**src/rtl/isorx_pkg.sv**
```systemverilog
package isorx_pkg;

    // Classified pulse event for one clock cycle
    typedef enum logic [1:0] {
        EV_NONE = 2'd0,
        EV_SET  = 2'd1,
        EV_CLR  = 2'd2,
        EV_BAD  = 2'd3
    } pulse_ev_e;

    // True when the event restarts the watchdog
    function automatic logic ev_is_pulse(input pulse_ev_e ev);
        return ev != EV_NONE;
    endfunction

endpackage

```
**src/rtl/isorx_pulse_classify.sv**
```systemverilog
module isorx_pulse_classify
    import isorx_pkg::*;
(
    input  logic      set_i,
    input  logic      clr_i,
    output pulse_ev_e ev_o
);

    always_comb begin
        unique case ({set_i, clr_i})
            2'b10:   ev_o = EV_SET;
            2'b01:   ev_o = EV_CLR;
            2'b11:   ev_o = EV_BAD;
            default: ev_o = EV_NONE;
        endcase
    end

endmodule

```
**src/rtl/isorx_watchdog.sv**
```systemverilog
module isorx_watchdog
    import isorx_pkg::*;
#(
    parameter int TIMEOUT_CYCLES = 500
) (
    input  logic      clk,
    input  logic      rst_n,
    input  pulse_ev_e ev_i,
    output logic      lost_d_o,
    output logic      lost_q_o
);

    localparam int CW = $clog2(TIMEOUT_CYCLES + 1);
    localparam logic [CW-1:0] LIMIT = CW'(TIMEOUT_CYCLES);

    typedef struct packed {
        logic [CW-1:0] idle;
        logic          lost;
    } wd_t;

    wd_t st_d, st_q;

    always_comb begin
        st_d = st_q;
        if (ev_is_pulse(ev_i)) begin
            st_d.idle = '0;
            st_d.lost = 1'b0;
        end else if (st_q.idle != LIMIT) begin
            st_d.idle = st_q.idle + 1'b1;
            st_d.lost = (st_d.idle == LIMIT);
        end
    end

    always_ff @(posedge clk or negedge rst_n) begin
        if (!rst_n) begin
            st_q.idle <= LIMIT;
            st_q.lost <= 1'b1;
        end else begin
            st_q <= st_d;
        end
    end

    assign lost_d_o = st_d.lost;
    assign lost_q_o = st_q.lost;

endmodule

```
**src/rtl/isorx_level_hold.sv**
```systemverilog
module isorx_level_hold
    import isorx_pkg::*;
(
    input  logic      clk,
    input  logic      rst_n,
    input  pulse_ev_e ev_i,
    input  logic      force_low_i,
    output logic      level_o
);

    typedef struct packed {
        logic level;
    } hold_t;

    hold_t st_d, st_q;

    always_comb begin
        st_d = st_q;
        if (force_low_i) begin
            st_d.level = 1'b0;
        end else begin
            unique case (ev_i)
                EV_SET:  st_d.level = 1'b1;
                EV_CLR:  st_d.level = 1'b0;
                default: st_d.level = st_q.level;
            endcase
        end
    end

    always_ff @(posedge clk or negedge rst_n) begin
        if (!rst_n) st_q.level <= 1'b0;
        else        st_q <= st_d;
    end

    assign level_o = st_q.level;

endmodule

```
**src/rtl/isorx_pulse_decoder.sv**
```systemverilog
module isorx_pulse_decoder
    import isorx_pkg::*;
#(
    parameter int TIMEOUT_CYCLES = 500
) (
    input  logic clk,
    input  logic rst_n,
    input  logic set_pulse_i,
    input  logic clr_pulse_i,
    output logic level_o,
    output logic link_lost_o
);

    pulse_ev_e ev;
    logic      lost_d;

    isorx_pulse_classify u_classify (
        .set_i (set_pulse_i),
        .clr_i (clr_pulse_i),
        .ev_o  (ev)
    );

    isorx_watchdog #(
        .TIMEOUT_CYCLES (TIMEOUT_CYCLES)
    ) u_watchdog (
        .clk      (clk),
        .rst_n    (rst_n),
        .ev_i     (ev),
        .lost_d_o (lost_d),
        .lost_q_o (link_lost_o)
    );

    isorx_level_hold u_hold (
        .clk         (clk),
        .rst_n       (rst_n),
        .ev_i        (ev),
        .force_low_i (lost_d),
        .level_o     (level_o)
    );

endmodule

```
**config.mk**
```make
export PLATFORM = sky130hd
export DESIGN_NAME = isorx_pulse_decoder
export DESIGN_NICKNAME = d
export VERILOG_FILES = /design/src/rtl/isorx_pkg.sv /design/src/rtl/isorx_pulse_classify.sv /design/src/rtl/isorx_watchdog.sv /design/src/rtl/isorx_level_hold.sv /design/src/rtl/isorx_pulse_decoder.sv
export SDC_FILE = /design/constraint.sdc
export NUM_CORES = 1
export LEC_CHECK = 0
export ABC_AREA = 0
export BUFFER_PORTS_ARGS = -buffer_cell sky130_fd_sc_hd__buf_2
export CORE_MARGIN = 2
export CORE_UTILIZATION = 40
export CTS_BUF_LIST = sky130_fd_sc_hd__clkbuf_16
export DETAILED_ROUTE_END_ITERATION = 10
export SYNTH_ARGS = -nofsm -noshare
export SYNTH_HDL_FRONTEND = slang
export SYNTH_SLANG_ARGS = --single-unit
```
**constraint.sdc**
```tcl
create_clock -name clk -period 1.76 [get_ports clk]
set_input_delay 0.088 -clock clk [delete_from_list [all_inputs] [get_ports clk]]
set_output_delay 0.088 -clock clk [all_outputs]
set_load 0.01 [all_outputs]
```
# Word level (Yosys, flattened, before mapping)
# Cells that the tools add are included.
word_totals:
  regBits: 11
  out_inout_bits: 2
classes:
  reduce_logical: 3
  n_eq_ne: 7
  n_mux: 5
  n_addsub: 1
op_table:
  columns: ["op", "n"]
  rows:
  - ["2-to-1 mux 10 bit", 2]
  - ["adder 9 x 1 -> 9 bit, second input constant", 1]
  - ["== test 9 bit, second input constant", 1]
  - ["inequality test 9 bit, second input constant", 1]
  - ["== test 2 bit, second input constant", 3]
  - ["case mux 2 bit (3 select lines)", 1]
  - ["== test 2 x 1 -> 1 bit, second input constant", 2]
  - ["nonzero test 2 bit", 2]
  - ["nonzero test 3 bit", 1]
  - ["case mux 1 bit (2 select lines)", 1]
  - ["2-to-1 mux 1 bit", 1]

# Depth between registers and ports, before layout
depth:
  ltp_word: 5
  depth_mapped: 6

# By module
# Synthesis repeated with hierarchy kept, for this count alone.
hier_totals:
  cells_unflattened: 68
  hier_area_um2: 635.6
by_module_without_submodules:
  columns: ["module", "seq_area_each_um2", "cells_each", "area_each_um2", "instances"]
  rows:
  - ["isorx_watchdog", 259.0, 61, 568.0, 1]
  - ["isorx_level_hold", 25.0, 5, 60.1, 1]
  - ["isorx_pulse_classify", 0.0, 2, 7.5, 1]

# Least setup slack after synthesis
# OpenSTA, ideal clock, no wires.
synth_path:
  path_kind: "register -> register"
  start: "register u_watchdog.st_q[5] in the netlist's numbering"
  end: "register u_watchdog.st_q[2] in the netlist's numbering"
  required_ns: 1.628
  stages_incl_launch_ff: 6
  slack_ns: 0.379
  t_arrival_ns: 1.249
  path_buffers: 1
  cell_sequence: "dfstp_2 > buf_2 > nand4_1 > nor2_2 > mux2i_1 > nor2_1"
synth_via:
  elab_chain_cells: 2
synth_rtl:
  columns: ["element", "line", "text"]
  rows:
  - ["start: declaration", "isorx_watchdog.sv:21", "wd_t st_d, st_q;"]
  - ["start signal: assignment", "isorx_watchdog.sv:39", "st_q <= st_d;"]
  - ["inequality test 9 bit", "isorx_watchdog.sv:28", "end else if (st_q.idle != LIMIT) begin"]
  - ["nonzero test 2 bit (no source line)", null, null]
# Every way passes these cells.
# A chain may end at the register's enable or synchronous reset.

# Worst setup path in the final report
layout_path:
  start: "register u_watchdog.st_q[2] in the netlist's numbering"
  end: "register u_hold.st_q, in the netlist u_hold.level_o"
layout_via:
  elab_chain_cells: 5
  elab_cells_between_ends: 7
layout_rtl:
  columns: ["element", "line", "text"]
  rows:
  - ["adder 9 x 1 -> 9 bit", "isorx_watchdog.sv:29", "st_d.idle = st_q.idle + 1'b1;"]
  - ["== test 9 bit", "isorx_watchdog.sv:30", "st_d.lost = (st_d.idle == LIMIT);"]
  - ["2-to-1 mux 10 bit *", "isorx_watchdog.sv:28", null]
  - ["2-to-1 mux 10 bit *", "isorx_watchdog.sv:25", "if (ev_is_pulse(ev_i)) begin"]
  - ["nonzero test 3 bit (no source line) or 2-to-1 mux 1 bit (tied branches)", null, null]
  - ["end signal: assignment", "isorx_level_hold.sv:32", "else st_q <= st_d;"]
  - ["end: declaration", "isorx_level_hold.sv:15", "hold_t st_d, st_q;"]
# Mark *: on every way between the ends. The rest lies on a longest branch, timed or not. The select of a mux whose other input is x is not followed.

==> flow_summary.json <==
{
  "synth_edf_count": 0,
  "ir_drop_uv": 430.3,
  "hp-class": "input port to flip-flop",
  "syn_inst": 65,
  "synth_top_family_by_area": "simple AND/OR/NAND/NOR gates",
  "yosys.area_share.simple_pct": 28.02,
  "drtPass1Iterations": 4,
  "setup_viol": 0,
  "clock-sinks": 11,
  "grt_pass1_vias": 487,
  "antenna_found_initial": 0,
  "ant_nets": 0,
  "grt_pass1_wl_mm": 2.187,
  "worstReg2RegStart": "u_watchdog.st_q[2]$_DFFE_PN0P_",
  "synth_top_area_cell": "dfstp_2",
  "nets": 80,
  "finalCritPeriodShare_pct": 83.81,
  "routed_wl_mm": 1.236,
  "drt_iter0_markers": 4,
  "synth_cell_types": 29,
  "synth_flop_cell": "dfstp_2",
  "whs_path_depth": 3,
  "place_ws_ns": 0.3058,
  "clock_latency_ns": 0.24,
  "yosysMostFrequentCell": "nor2_1",
  "min_to": "u_hold.level_o$_DFFE_PN0P_",
  "floorplan.initialDensity_pct": 42.69,
  "syn-mean-instance-area_um2": 9.894,
  "hold_start": "set_pulse_i",
  "syn-cell-area_um2": 643.1,
  "p_per_area_nw_per_um2": 914.0,
  "grt-ovfl-total": 0,
  "tns_ns": 0,
  "synth-seq-area-share_pct": 44.16,
  "grt_usage_pct": 15.70,
  "timing_worst_setup_path_type": "flip-flop to flip-flop",
  "path_max_fanout": 6,
  "ys_top_cells_by_area": "dfstp_2, dfrtp_1, xor2_1, nor2_1, xnor2_1",
  "cts_buffers": 3,
  "h-tree-depth": 1,
  "regToRegEndpoint": "u_hold.level_o$_DFFE_PN0P_",
  "worstRegToRegCells": 5,
  "synth_top_area_share_pct": 28.60,
  "utilization_pct": 51.00,
  "syn_nets": 71,
  "grt_max_degree": 12,
  "die-area_um2": 1944,
  "post_cts_buffers": 0,
  "ioPinCount": 6,
  "max_slew_margin_pct": 82.23,
  "tritoncts": "done",
  "root_buffer": "clkbuf_16",
  "clkSlewWorstSetupHoldPaths_ns": 0.04,
  "vias": 497,
  "vias_per_cell": 5.584,
  "die_h_um": 44.10,
  "p_leak_nw": 0.2798,
  "synth_fa_ha_area_share_pct": 3.891,
  "critPathLaunchType": "flip-flop",
  "finalInstanceArea_um2": 768.2,
  "maxCapViolCount": 0,
  "port_buffers": 5,
  "arrival_ns": 1.63,
  "finalWeightedCongestion": 0.7676,
  "ys_top_cells_by_count": "nor2_1, dfstp_2, dfrtp_1, inv_1, xor2_1",
  "clock_path_buffers": 2,
  "fin_ws_ns": 0.2850,
  "drive_gt1_share_pct": 30.14,
  "synth-seq-cells": 11,
  "end_kind": "flip-flop",
  "synth_compound_area_share_pct": 9.144,
  "fp.dieW_um": 44.10,
  "tightest_slew_ns": 0.2652,
  "min_period_ns": 1.475,
  "area_growth_pct": 19.46,
  "fmax_mhz": 677.9,
  "synth_warnings": 0,
  "report.final.slew_viol_count": 0,
  "row_count": 14,
  "skew_ns": 0.0006323,
  "placed_cell_area_um2": 679.4,
  "diodes": 0,
  "hold_violations": 0,
  "hpwl_um": 826.3,
  "core_um2": 1506,
  "status": "completed",
  "route.detailed.drc": 0,
  "synth-xor-area-share_pct": 9.533,
  "cp.required_ns": 1.91,
  "rsz0062_at_grt": "no",
  "routedWlPerCell_um": 13.89,
  "synth-async-reset-ratio_pct": 100.0,
  "rrSetupSlack_ns": 0.28,
  "muxShareOfSynthArea_pct": 1.556
}
==> flip-flops by register name, summed over array words and instances, names as in the netlist <==
signal / count
u_watchdog.st_q: 9
u_watchdog.lost_q_o: 1
u_hold.level_o: 1
==> layout by cell type (no fill, tap or decap) <==
master,n
a21oi_1,2
a311o_1,1
a311oi_1,1
and2_1,1
and3_4,1
and4bb_2,1
buf_2,5
clkbuf_16,3
dfrtp_1,4
dfstp_2,7
dlygate4sd3_1,1
ha_1,2
inv_1,5
mux2i_1,1
nand2_1,1
nand3_1,3
nand3_2,2
nand4_1,2
nand4b_1,2
nor2_1,8
nor2_2,1
nor2b_1,1
nor3_1,2
nor3_2,1
o211ai_1,2
o21ai_0,3
or2_2,1
or3_1,2
xnor2_1,3
xor2_1,4
==> critical path, cell delays in order (launching register included) <==
cell and delay [ns]:
dfrtp_1 0.40, ha_1 0.24, nand3_2 0.16, xnor2_1 0.18, a311o_1 0.32, o211ai_1 0.09
==> logic make-up after synthesis <==
kind of cell	Yosys count
AOI/OAI and AO/OA	9
xor gates and xnor gates	7
adders and majority gates	2
buffers and inverters	6
DFF	11
muxes	1
and+or+nand+nor	29
==> per-layer routing <==
| metal | routed length, um | up-vias | track usage [%] |
|---|---|---|---|
| met5 | 0 | - | 0 |
| met4 | 30 | 0 | 10.91 |
| met3 | 41 | 4 | 3.673 |
| met2 | 549 | 14 | 23.53 |
| met1 | 614 | 234 | 19.90 |
| li1 | - | 245 | - |
==> through the flow <==
stage / hold slack [ns] / cells / total power [mW]
floorplan: -0.2076 / 65 / 0.2823
finish: 0.1206 / 89 / 0.7021
detailed placement: -0.03250 / 84 / 0.2961
global route: 0.1388 / 89 / 0.7266
CTS: 0.1222 / 89 / 0.7094
global placement: -0.03146 / 84 / 0.2960
==> power breakdown <==
| part | switching [mW] | total [mW] | internal (mW) |
|---|---|---|---|
| combinational | 0.0184 | 0.0317 | 0.0133 |
| clock | 0.110 | 0.408 | 0.298 |
| sequential | 0.00411 | 0.263 | 0.259 |
| total | 0.132 | 0.702 | 0.570 |
==> cell type report <==
| cell class | instances | area (um^2) |
|---|---|---|
| Fill cell | 132 | 738.2 |
| Multi-Input combinational cell | 48 | 335.3 |
| Sequential cell | 11 | 284.0 |
| Clock buffer | 3 | 75.07 |
| Timing Repair Buffer | 6 | 35.03 |
| Tap cell | 16 | 20.02 |
| Inverter | 4 | 15.01 |
| Clock inverter | 1 | 3.754 |
==> worst max-delay path by stage <==
| stage | end | cells after the start | slack, ns | from |
|---|---|---|---|---|
| global placement | u_hold.level_o$_DFFE_PN0P_ | 6 | 0.28 | u_watchdog.st_q[1]$_DFFE_PN0P_ |
| floorplan | u_watchdog.st_q[2]$_DFFE_PN0P_ | 5 | 0.38 | u_watchdog.st_q[5]$_DFFE_PN1P_ |
| global route | u_hold.level_o$_DFFE_PN0P_ | 6 | 0.15 | u_watchdog.st_q[1]$_DFFE_PN0P_ |
| CTS | u_hold.level_o$_DFFE_PN0P_ | 4 | 0.30 | u_watchdog.st_q[3]$_DFFE_PN1P_ |
| detailed placement | u_hold.level_o$_DFFE_PN0P_ | 5 | 0.31 | u_watchdog.st_q[2]$_DFFE_PN0P_ |
| finish | u_hold.level_o$_DFFE_PN0P_ | 5 | 0.28 | u_watchdog.st_q[2]$_DFFE_PN0P_ |
==> repair_timing <==
| action | in CTS | in global routing |
|---|---|---|
| hold buffers | 1 | 0 |
| resized for setup | 0 | 0 |
| hold endpoints to repair | 11 | 0 |
Power figures use the tool's default switching activity.
